`src/rtl/sgw_pkg.sv`:
```
package sgw_pkg;
  localparam int unsigned ADDR_W     = 32;
  localparam int unsigned LEN_W      = 17;
  localparam int unsigned DESC_BYTES = 8;
  localparam int unsigned WORD_W     = 64;

  typedef enum logic [2:0] {
    ST_IDLE,
    ST_CHECK,
    ST_FETCH,
    ST_FWAIT,
    ST_BURST
  } walk_state_e;
endpackage

```
`src/rtl/sgw_desc_decode.sv`:
```
module sgw_desc_decode
  import sgw_pkg::*;
(
  input  logic [WORD_W-1:0] word,
  output logic [ADDR_W-1:0] region_addr,
  output logic [LEN_W-1:0]  region_len,
  output logic              is_final
);
  logic [15:0] even_count;
  logic        unused_ctrl_bits;

  assign even_count       = {word[47:33], 1'b0};
  assign region_addr      = word[31:0];
  assign is_final         = word[63];
  assign unused_ctrl_bits = ^{word[62:48], word[32]};

  always_comb begin
    if (even_count == 16'd0) region_len = LEN_W'(17'h10000);
    else                     region_len = LEN_W'(even_count);
  end
endmodule

```
`src/rtl/sgw_burst_sizer.sv`:
```
module sgw_burst_sizer
  import sgw_pkg::*;
#(
  parameter int unsigned BUF_W = 20
) (
  input  logic [BUF_W-1:0] buf_left,
  input  logic [LEN_W-1:0] region_left,
  output logic [LEN_W-1:0] burst_len
);
  always_comb begin
    if (buf_left < BUF_W'(region_left)) burst_len = LEN_W'(buf_left);
    else                                burst_len = region_left;
  end
endmodule

```
`src/rtl/sgw_table_guard.sv`:
```
module sgw_table_guard
  import sgw_pkg::*;
#(
  parameter int unsigned TABLE_LIMIT = 4096
) (
  input  logic [ADDR_W-1:0] base_addr,
  input  logic [ADDR_W-1:0] ptr_addr,
  input  logic              final_seen,
  output logic              table_end
);
  logic [ADDR_W-1:0] walked;

  assign walked    = ptr_addr - base_addr;
  assign table_end = final_seen || (walked >= ADDR_W'(TABLE_LIMIT));
endmodule

```
`src/rtl/sg_table_walker.sv`:
```
module sg_table_walker
  import sgw_pkg::*;
#(
  parameter int unsigned BUF_W       = 20,
  parameter int unsigned TABLE_LIMIT = 4096
) (
  input  logic              clk,
  input  logic              rst_n,
  input  logic              start,
  input  logic [31:0]       table_base,
  input  logic [BUF_W-1:0]  xfer_bytes,
  input  logic              to_mem,
  output logic              req_valid,
  input  logic              req_ready,
  output logic              req_desc,
  output logic              req_write,
  output logic [31:0]       req_addr,
  output logic [16:0]       req_len,
  output logic [BUF_W-1:0]  req_buf_idx,
  input  logic              rd_valid,
  input  logic [63:0]       rd_data,
  output logic              active,
  output logic              done,
  output logic              table_short
);
  walk_state_e       state_q, state_d;
  logic [ADDR_W-1:0] base_q, base_d;
  logic [ADDR_W-1:0] ptr_q, ptr_d;
  logic [ADDR_W-1:0] raddr_q, raddr_d;
  logic [LEN_W-1:0]  rem_q, rem_d;
  logic              final_q, final_d;
  logic [BUF_W-1:0]  left_q, left_d;
  logic [BUF_W-1:0]  idx_q, idx_d;
  logic              dir_q, dir_d;
  logic              done_q, done_d;
  logic              short_q, short_d;

  logic [ADDR_W-1:0] dec_addr;
  logic [LEN_W-1:0]  dec_len;
  logic              dec_final;
  logic [LEN_W-1:0]  burst_len;
  logic              table_end;
  logic              accept;

  sgw_desc_decode u_decode (
    .word        (rd_data),
    .region_addr (dec_addr),
    .region_len  (dec_len),
    .is_final    (dec_final)
  );

  sgw_burst_sizer #(.BUF_W(BUF_W)) u_sizer (
    .buf_left    (left_q),
    .region_left (rem_q),
    .burst_len   (burst_len)
  );

  sgw_table_guard #(.TABLE_LIMIT(TABLE_LIMIT)) u_guard (
    .base_addr  (base_q),
    .ptr_addr   (ptr_q),
    .final_seen (final_q),
    .table_end  (table_end)
  );

  assign accept = req_valid && req_ready;

  // next-state logic
  always_comb begin
    state_d = state_q;
    base_d  = base_q;
    ptr_d   = ptr_q;
    raddr_d = raddr_q;
    rem_d   = rem_q;
    final_d = final_q;
    left_d  = left_q;
    idx_d   = idx_q;
    dir_d   = dir_q;
    done_d  = 1'b0;
    short_d = 1'b0;
    unique case (state_q)
      ST_IDLE: begin
        if (start) begin
          base_d  = table_base;
          ptr_d   = table_base;
          left_d  = xfer_bytes;
          idx_d   = '0;
          rem_d   = '0;
          final_d = 1'b0;
          dir_d   = to_mem;
          state_d = ST_CHECK;
        end
      end
      ST_CHECK: begin
        if (left_q == '0) begin
          done_d  = 1'b1;
          state_d = ST_IDLE;
        end else if (rem_q == '0) begin
          if (table_end) begin
            short_d = 1'b1;
            state_d = ST_IDLE;
          end else begin
            state_d = ST_FETCH;
          end
        end else begin
          state_d = ST_BURST;
        end
      end
      ST_FETCH: begin
        if (accept) begin
          ptr_d   = ptr_q + ADDR_W'(DESC_BYTES);
          state_d = ST_FWAIT;
        end
      end
      ST_FWAIT: begin
        if (rd_valid) begin
          raddr_d = dec_addr;
          rem_d   = dec_len;
          final_d = dec_final;
          state_d = ST_CHECK;
        end
      end
      ST_BURST: begin
        if (accept) begin
          raddr_d = raddr_q + ADDR_W'(burst_len);
          rem_d   = rem_q - burst_len;
          left_d  = left_q - BUF_W'(burst_len);
          idx_d   = idx_q + BUF_W'(burst_len);
          state_d = ST_CHECK;
        end
      end
      default: state_d = ST_IDLE;
    endcase
  end

  // state registers
  always_ff @(posedge clk or negedge rst_n) begin
    if (!rst_n) begin
      state_q <= ST_IDLE;
      base_q  <= '0;
      ptr_q   <= '0;
      raddr_q <= '0;
      rem_q   <= '0;
      final_q <= 1'b0;
      left_q  <= '0;
      idx_q   <= '0;
      dir_q   <= 1'b0;
      done_q  <= 1'b0;
      short_q <= 1'b0;
    end else begin
      state_q <= state_d;
      base_q  <= base_d;
      ptr_q   <= ptr_d;
      raddr_q <= raddr_d;
      rem_q   <= rem_d;
      final_q <= final_d;
      left_q  <= left_d;
      idx_q   <= idx_d;
      dir_q   <= dir_d;
      done_q  <= done_d;
      short_q <= short_d;
    end
  end

  // outputs
  assign req_valid   = (state_q == ST_FETCH) || (state_q == ST_BURST);
  assign req_desc    = (state_q == ST_FETCH);
  assign req_write   = (state_q == ST_BURST) && dir_q;
  assign req_addr    = (state_q == ST_FETCH) ? ptr_q : raddr_q;
  assign req_len     = (state_q == ST_FETCH) ? LEN_W'(DESC_BYTES) : burst_len;
  assign req_buf_idx = idx_q;
  assign active      = (state_q != ST_IDLE);
  assign done        = done_q;
  assign table_short = short_q;
endmodule

```
`config.mk`:
```
export PLATFORM = sky130hd
export DESIGN_NAME = sg_table_walker
export DESIGN_NICKNAME = d
export VERILOG_FILES = /design/src/rtl/sgw_pkg.sv /design/src/rtl/sgw_desc_decode.sv /design/src/rtl/sgw_burst_sizer.sv /design/src/rtl/sgw_table_guard.sv /design/src/rtl/sg_table_walker.sv
export SDC_FILE = /design/constraint.sdc
export NUM_CORES = 1
export LEC_CHECK = 0
export BUFFER_PORTS_ARGS = -buffer_cell sky130_fd_sc_hd__clkbuf_2
export CAP_MARGIN = 10
export CELL_PAD_IN_SITES_DETAIL_PLACEMENT = 0
export CELL_PAD_IN_SITES_GLOBAL_PLACEMENT = 1
export CORE_MARGIN = 2
export CORE_UTILIZATION = 47
export CTS_CLUSTER_DIAMETER = 120
export DETAILED_ROUTE_END_ITERATION = 12
export PLACE_DENSITY = 0.84
export RECOVER_POWER = 25
export SYNTH_ARGS = -nofsm -noshare
export SYNTH_HDL_FRONTEND = slang
export SYNTH_SLANG_ARGS = --single-unit
```
`constraint.sdc`:
```
create_clock -name clk -period 10.4 [get_ports clk]
set_input_delay 2.08 -clock clk [delete_from_list [all_inputs] [get_ports clk]]
set_output_delay 2.08 -clock clk [all_outputs]
set_load 0.005 [all_outputs]
```
# Yosys cells after proc, flatten, opt, wreduce, memory -nomap -nowiden
# Cells that the tools add are included.
# word_totals
ff_bits,160
inputBits,122
out_inout_bits,75
wordCells,85
# op_classes
addsub,6
order_cmp,2
n_eq_ne,8
mux,37
n_reduce_logical,21
# ops
op,count
32-bit two-way mux,5
32-bit one-hot mux with 2 select lines,2
17-bit two-way mux,6
20-bit two-way mux,4
20-bit one-hot mux with 2 select lines,2
17-bit one-hot mux with 3 select lines,1
32-bit by 17-bit adder with 32-bit output,1
32-bit by 4-bit adder with 32-bit output (second input constant),1
32-bit by 13-bit >= comparator with 1-bit output (second input constant),1
32-bit subtractor,1
20-bit by 17-bit adder with 20-bit output,1
20-bit logical NOT,1
20-bit by 17-bit less-than comparator with 1-bit output,1
20-bit by 17-bit subtractor with 20-bit output,1
3-bit two-way mux,6
17-bit logical NOT,1
17-bit subtractor,1
16-bit logical NOT,1
3-bit one-hot mux with 5 select lines,1
3-bit AND reduction,4
1-bit two-way mux,8
4-bit AND reduction,2
2-bit nonzero test,4
3-bit by 2-bit == test with 1-bit output (second input constant),2
11 further kinds,16

# Longest topological paths before layout
# logic_depth
ltp_word,7
depth_mapped,25

# Modules after synthesis
# A second synthesis with hierarchy kept.
# hier_totals
hier_cells,1848
hier_area_um2,14079.8
# by_module_without_submodules
module,n_inst,cells_per_inst,area_per_inst_um2
sg_table_walker,1,1426,11105.7
sgw_table_guard,1,290,1940.6
sgw_burst_sizer,1,77,685.7
sgw_desc_decode,1,55,347.8

# Least setup slack after synthesis
# OpenSTA, ideal clock, no wires.
# synth_timing
kind,flip-flop to flip-flop
from,reg rem_q[5]
to,reg idx_q[18] (netlist: req_buf_idx[18])
setup_ps,130
arrival_ps,4838
t_required_ps,10270
setup_slack_ps,5433
stages_incl_launch_ff,24
n_path_buf,1
synth_period_minus_slack_ps,4967
cell_sequence,dfrtp_1 -> inv_1 -> ha_1 -> a21o_1 -> a21o_1 -> a21oi_1 -> o31ai_1 -> a31oi_1 -> o21ai_0 -> nand4bb_1 -> buf_1 -> mux2i_1 -> inv_1 -> fa_1 -> a21o_1 -> a21oi_1 -> o21bai_1 -> a2111o_1 -> a41oi_1 -> o211ai_1 -> a31oi_1 -> nor2_1 -> xnor2_1 -> nor2_1
# synth_between
elab_chain_cells,5
# synth_lines
element,line,source
from (decl),sg_table_walker.sv:30,"logic [LEN_W-1:0] rem_q, rem_d;"
from (signal assigned),sg_table_walker.sv:154,rem_q <= rem_d;
20-bit by 17-bit less-than comparator with 1-bit output,sgw_burst_sizer.sv:11,if (buf_left < BUF_W'(region_left)) burst_len = LEN_W'(buf_left);
17-bit two-way mux *,sgw_burst_sizer.sv:11,
20-bit by 17-bit adder with 20-bit output *,sg_table_walker.sv:127,idx_d = idx_q + BUF_W'(burst_len);
20-bit two-way mux *,sg_table_walker.sv:123,if (accept) begin
20-bit one-hot mux with 2 select lines *,sg_table_walker.sv:80,unique case (state_q)
to (signal assigned),sg_table_walker.sv:157,idx_q <= idx_d;
to (decl),sg_table_walker.sv:33,"logic [BUF_W-1:0] idx_q, idx_d;"
# Mark *: on every way between the ends. The rest lies on a longest branch, timed or not. The select of a mux whose other input is x is not followed.
# A chain may end at the register's enable or synchronous reset.

# Worst setup path after layout
# layout_timing
from,reg rem_q[5]
to,reg rem_q[16]
# layout_between
elab_chain_cells,5
# layout_lines
element,line,source
20-bit by 17-bit less-than comparator with 1-bit output,sgw_burst_sizer.sv:11,
17-bit two-way mux,sgw_burst_sizer.sv:11,
17-bit subtractor *,sg_table_walker.sv:125,rem_d = rem_q - burst_len;
17-bit two-way mux *,sg_table_walker.sv:123,
17-bit one-hot mux with 3 select lines *,sg_table_walker.sv:80,
# Marks and branches as above.

==> flow_summary_export.csv <==
group,metric,value,unit
timing,setup_violations,0,
pwr,p_int,3.03,mW
pwr,p_clk_share,10.0,%
timing,fin_crit_sh,67.7,%
setup_path,worst_r2r_path_depth,24,
hold_path,worstHoldStart,"dir_q$_DFFE_PN0P_",
clock_network,path_clk_slew,80,ps
drt,drt_pre_antenna_iters,5,
setup_path,start_kind,"register",
placed_design,place_area,0.0145,mm²
global_route,grt_pass1_vias,12600,
timing,drv_slew,245,
floorplanning,core_area,0.0278,mm²
hold_path,hold_class,"register to register",
synthesis,synth_edf_count,0,
placed_design,io_buffers,180,
synthesis,postSynthAreaPerCell,7.73,µm²
pwr,vdd_drop_max,206,µV
clock_network,cts_sinks,160,
drt,viasPerCell,5.85,
timing,tns,0,ps
pwr,seqPwrFrac,20.1,%
synthesis,ys_ff_latch,160,
pwr,power.density,415,mW/mm²
timing,fin_crit,7040,ps
timing,finClkSkew,10.8,ps
clock_network,cts_setup_buffers,0,
floorplanning,start_util,47.7,%
pwr,p_sw,3.20,mW
timing,whs,489,ps
synthesis,synth_largest_area_cell,"dfrtp_1",
synthesis,yosys_warnings,0,
floorplanning,num_io_pins,197,
global_route,grt_max_degree,76,
synthesis,netlist_top_cells_count,"276 x nand2_1, 160 x dfrtp_1, 154 x nor2_1",
pwr,power_leakage,7.28,nW
setup_path,end_kind,"register",
setup_path,cp_data_arrival_time,7390,ps
clock_network,cts-htree-levels,4,
synthesis,netlist.area_leader.share,30.2,%
placed_design,gp_congestion,0.898,
drt,first_iter_violations,998,
timing,final_hold_viol_count,0,
pwr,swShare,51.4,%
drt,ant_nets,0,
clock_network,cts_made_buffers,17,
setup_path,reg2reg_slack,3360,ps
synthesis,synth.distinct_cells,81,
run,drv_cap,5,
global_route,gr-total-overflow,0,
drt,drt_wl_total,42300,µm
pwr,p_comb_share,69.8,%
finish,area_growth,13.3,%
timing,fmax,0.142,GHz
synthesis,async_flop_share,100,%
timing,relSlewSlack,-108,%
synthesis,yosysSeqAreaShare,30.2,%
setup_path,r2r-end,"rem_q[16]$_DFFE_PN0P_",
drt,drc,0,
run_status,failed_checks,"capacitance limit, slew limit",
setup_path,critPathMaxFanout,12,
finish,nets,2098,
floorplanning,die_w,172,µm
clock_network,clockBufferDepth,2,
hold_path,hold_depth,2,
clock_network,cts-resized-gates,0,
floorplanning,die_area,0.0295,mm²
timing,rsz0062_at_grt,"false",
clock_network,hold_buffers,0,
synthesis,syn_area,0.0132,mm²
global_route,track_usage,29.1,%
finish,drive_above_1_share,13.6,%
clock_network,cts_tree,"built",
floorplanning,die_h,172,µm
setup_path,reg2reg_from,"rem_q[5]$_DFFE_PN0P_",
placed_design,dp_hpwl,31900,µm
clock_network,cts_root_buffer,"clkbuf_16",
setup_path,worstPathRequired,10740,ps
synthesis,syn_inst,1713,
timing,max_slew.worst_pin.slew,3120,ps
synthesis,synth_flop_cell,"dfrtp_1",
drt,vias,13200,
global_route,grt_pass1_wl,67200,µm
clock_network,insertion_delay,450,ps
drt,avgRoutedWirePerCell,18.8,µm
run_status,status,"complete, but fails checks",
global_route,antenna_found_initial,3,
finish,finalInstanceArea,0.0150,mm²
synthesis,synthMostInstantiatedCell,"nand2_1",
synthesis,synth_area_leaders,"dfrtp_1 30%, ha_1 11%, nand2_1 7.8%",
setup_path,path_class,"register to register",
synthesis,syn_nets,1955,
hold_path,holdPathEnd,"dir_q$_DFFE_PN0P_",
floorplanning,rows,61,
## layer usage
metal	global-route usage [%]	routed length [µm]	vias up
met4	12.3	1510	4
li1	-	-	6445
met2	46.8	19800	402
met5	0	33	-
met3	4.23	2250	83
met1	39.1	18800	6220
## placed cells by master, fill, tap and decap left out, types with 6 or more instances in the layout
cell type / netlist / routed
nand3_1: 52 / 52
nor2b_1: 10 / 10
and2_1: 12 / 12
nor3_1: 46 / 46
o31a_1: 6 / 6
o21a_1: 11 / 11
nand2_1: 276 / 276
mux2i_1: 21 / 21
a22o_1: 6 / 6
clkbuf_2: 0 / 177
xnor2_1: 40 / 40
a211oi_1: 12 / 12
inv_1: 98 / 98
o31ai_1: 9 / 9
clkbuf_16: 0 / 17
dfrtp_1: 160 / 160
nand2b_1: 12 / 11
o21bai_1: 12 / 12
clkbuf_1: 58 / 7
o211ai_1: 9 / 9
inv_6: 0 / 6
ha_1: 115 / 115
xor2_1: 21 / 21
nor4_1: 15 / 15
buf_4: 2 / 17
a21oi_1: 141 / 141
nand4_1: 19 / 19
o21ai_0: 136 / 136
o22ai_1: 18 / 18
a22oi_1: 31 / 31
a21o_1: 47 / 47
and3_1: 20 / 20
or3_1: 12 / 12
nor2_1: 154 / 154
a31oi_1: 21 / 21
## power groups by stage
stage / clock network [mW] / logic, mW / registers [mW]
floorplan: 0 / 3.30 / 1.13
global placement: 0 / 4.24 / 1.24
detailed placement: 0 / 4.31 / 1.25
CTS: 0.633 / 4.33 / 1.24
global route: 0.661 / 4.90 / 1.30
finish: 0.626 / 4.35 / 1.25
## final cells by class
class / count / area (µm²)
Antenna cell: 2 / 5.00
Tap cell: 378 / 473
Clock buffer: 17 / 425
Multi-Input combinational cell: 1376 / 8570
Fill cell: 2778 / 12800
Sequential cell: 160 / 4000
Timing Repair Buffer: 201 / 1040
Inverter: 100 / 375
Clock inverter: 15 / 125
## per-stage QoR
step,utilization [%],std cells,setup slack [ps],power (mW)
2_1_floorplan,-,1713,5430,4.43
3_5_place_dp,52.2,2215,3450,5.56
3_3_place_gp,52.2,2215,3550,5.49
6_report,54.0,2249,3360,6.23
5_1_grt,54.0,2248,2410,6.85
4_1_cts,54.1,2247,3390,6.21
## worst max path at each step
stage                               startpoint                           to  slack (ps)  cells after the start
after floorplan           rem_q[5]$_DFFE_PN0P_  req_buf_idx[18]$_DFFE_PN0P_        5430                     23
after global placement    rem_q[1]$_DFFE_PN0P_        rem_q[16]$_DFFE_PN0P_        3550                     23
after CTS                 rem_q[5]$_DFFE_PN0P_        rem_q[16]$_DFFE_PN0P_        3390                     24
after global routing                     rst_n        left_q[7]$_DFFE_PN0P_        2410                      3
final                     rem_q[5]$_DFFE_PN0P_        rem_q[16]$_DFFE_PN0P_        3360                     24
after detailed placement  rem_q[5]$_DFFE_PN0P_        rem_q[16]$_DFFE_PN0P_        3450                     24
## kinds of logic (layout without fill, tap and decap cells)
family	Yosys count	count (layout)	share of synthesized area, %
XOR/XNOR	61	61	4.03
adder cells (fa/ha/maj)	120	120	11.6
buffers and inverters	177	333	5.13
AND/OR/NAND/NOR	646	646	21.8
other	0	2	0
flip-flops	160	160	30.2
AO/OA/AOI/OAI	524	524	25.3
multiplexers	25	25	1.93
## sequential cells by signal, summed over array words and instances (netlist names)
signal       cells
req_buf_idx     20
raddr_q         32
final_q          1
ptr_q           32
table_short      1
done             1
state_q          3
dir_q            1
base_q          32
left_q          20
rem_q           17
## worst max-delay path, cell delays in order (launching register included)
cell       delay (ps)
dfrtp_1           430
inv_1              70
ha_1              310
a21o_1            180
a21o_1            170
a21oi_1           150
o31ai_1           100
a31oi_1           200
o21ai_0           120
nand4bb_1         680
buf_4             460
o21ai_0           830
ha_1              400
inv_1              80
fa_1              410
a21o_1            190
a21oi_1           270
o21ai_0           180
nand2_1            90
o21ai_0           120
o41ai_1           630
o21ai_0           280
nand2_1           150
mux2_2            340
o211ai_1           70
(Power assumes the default switching activity.)
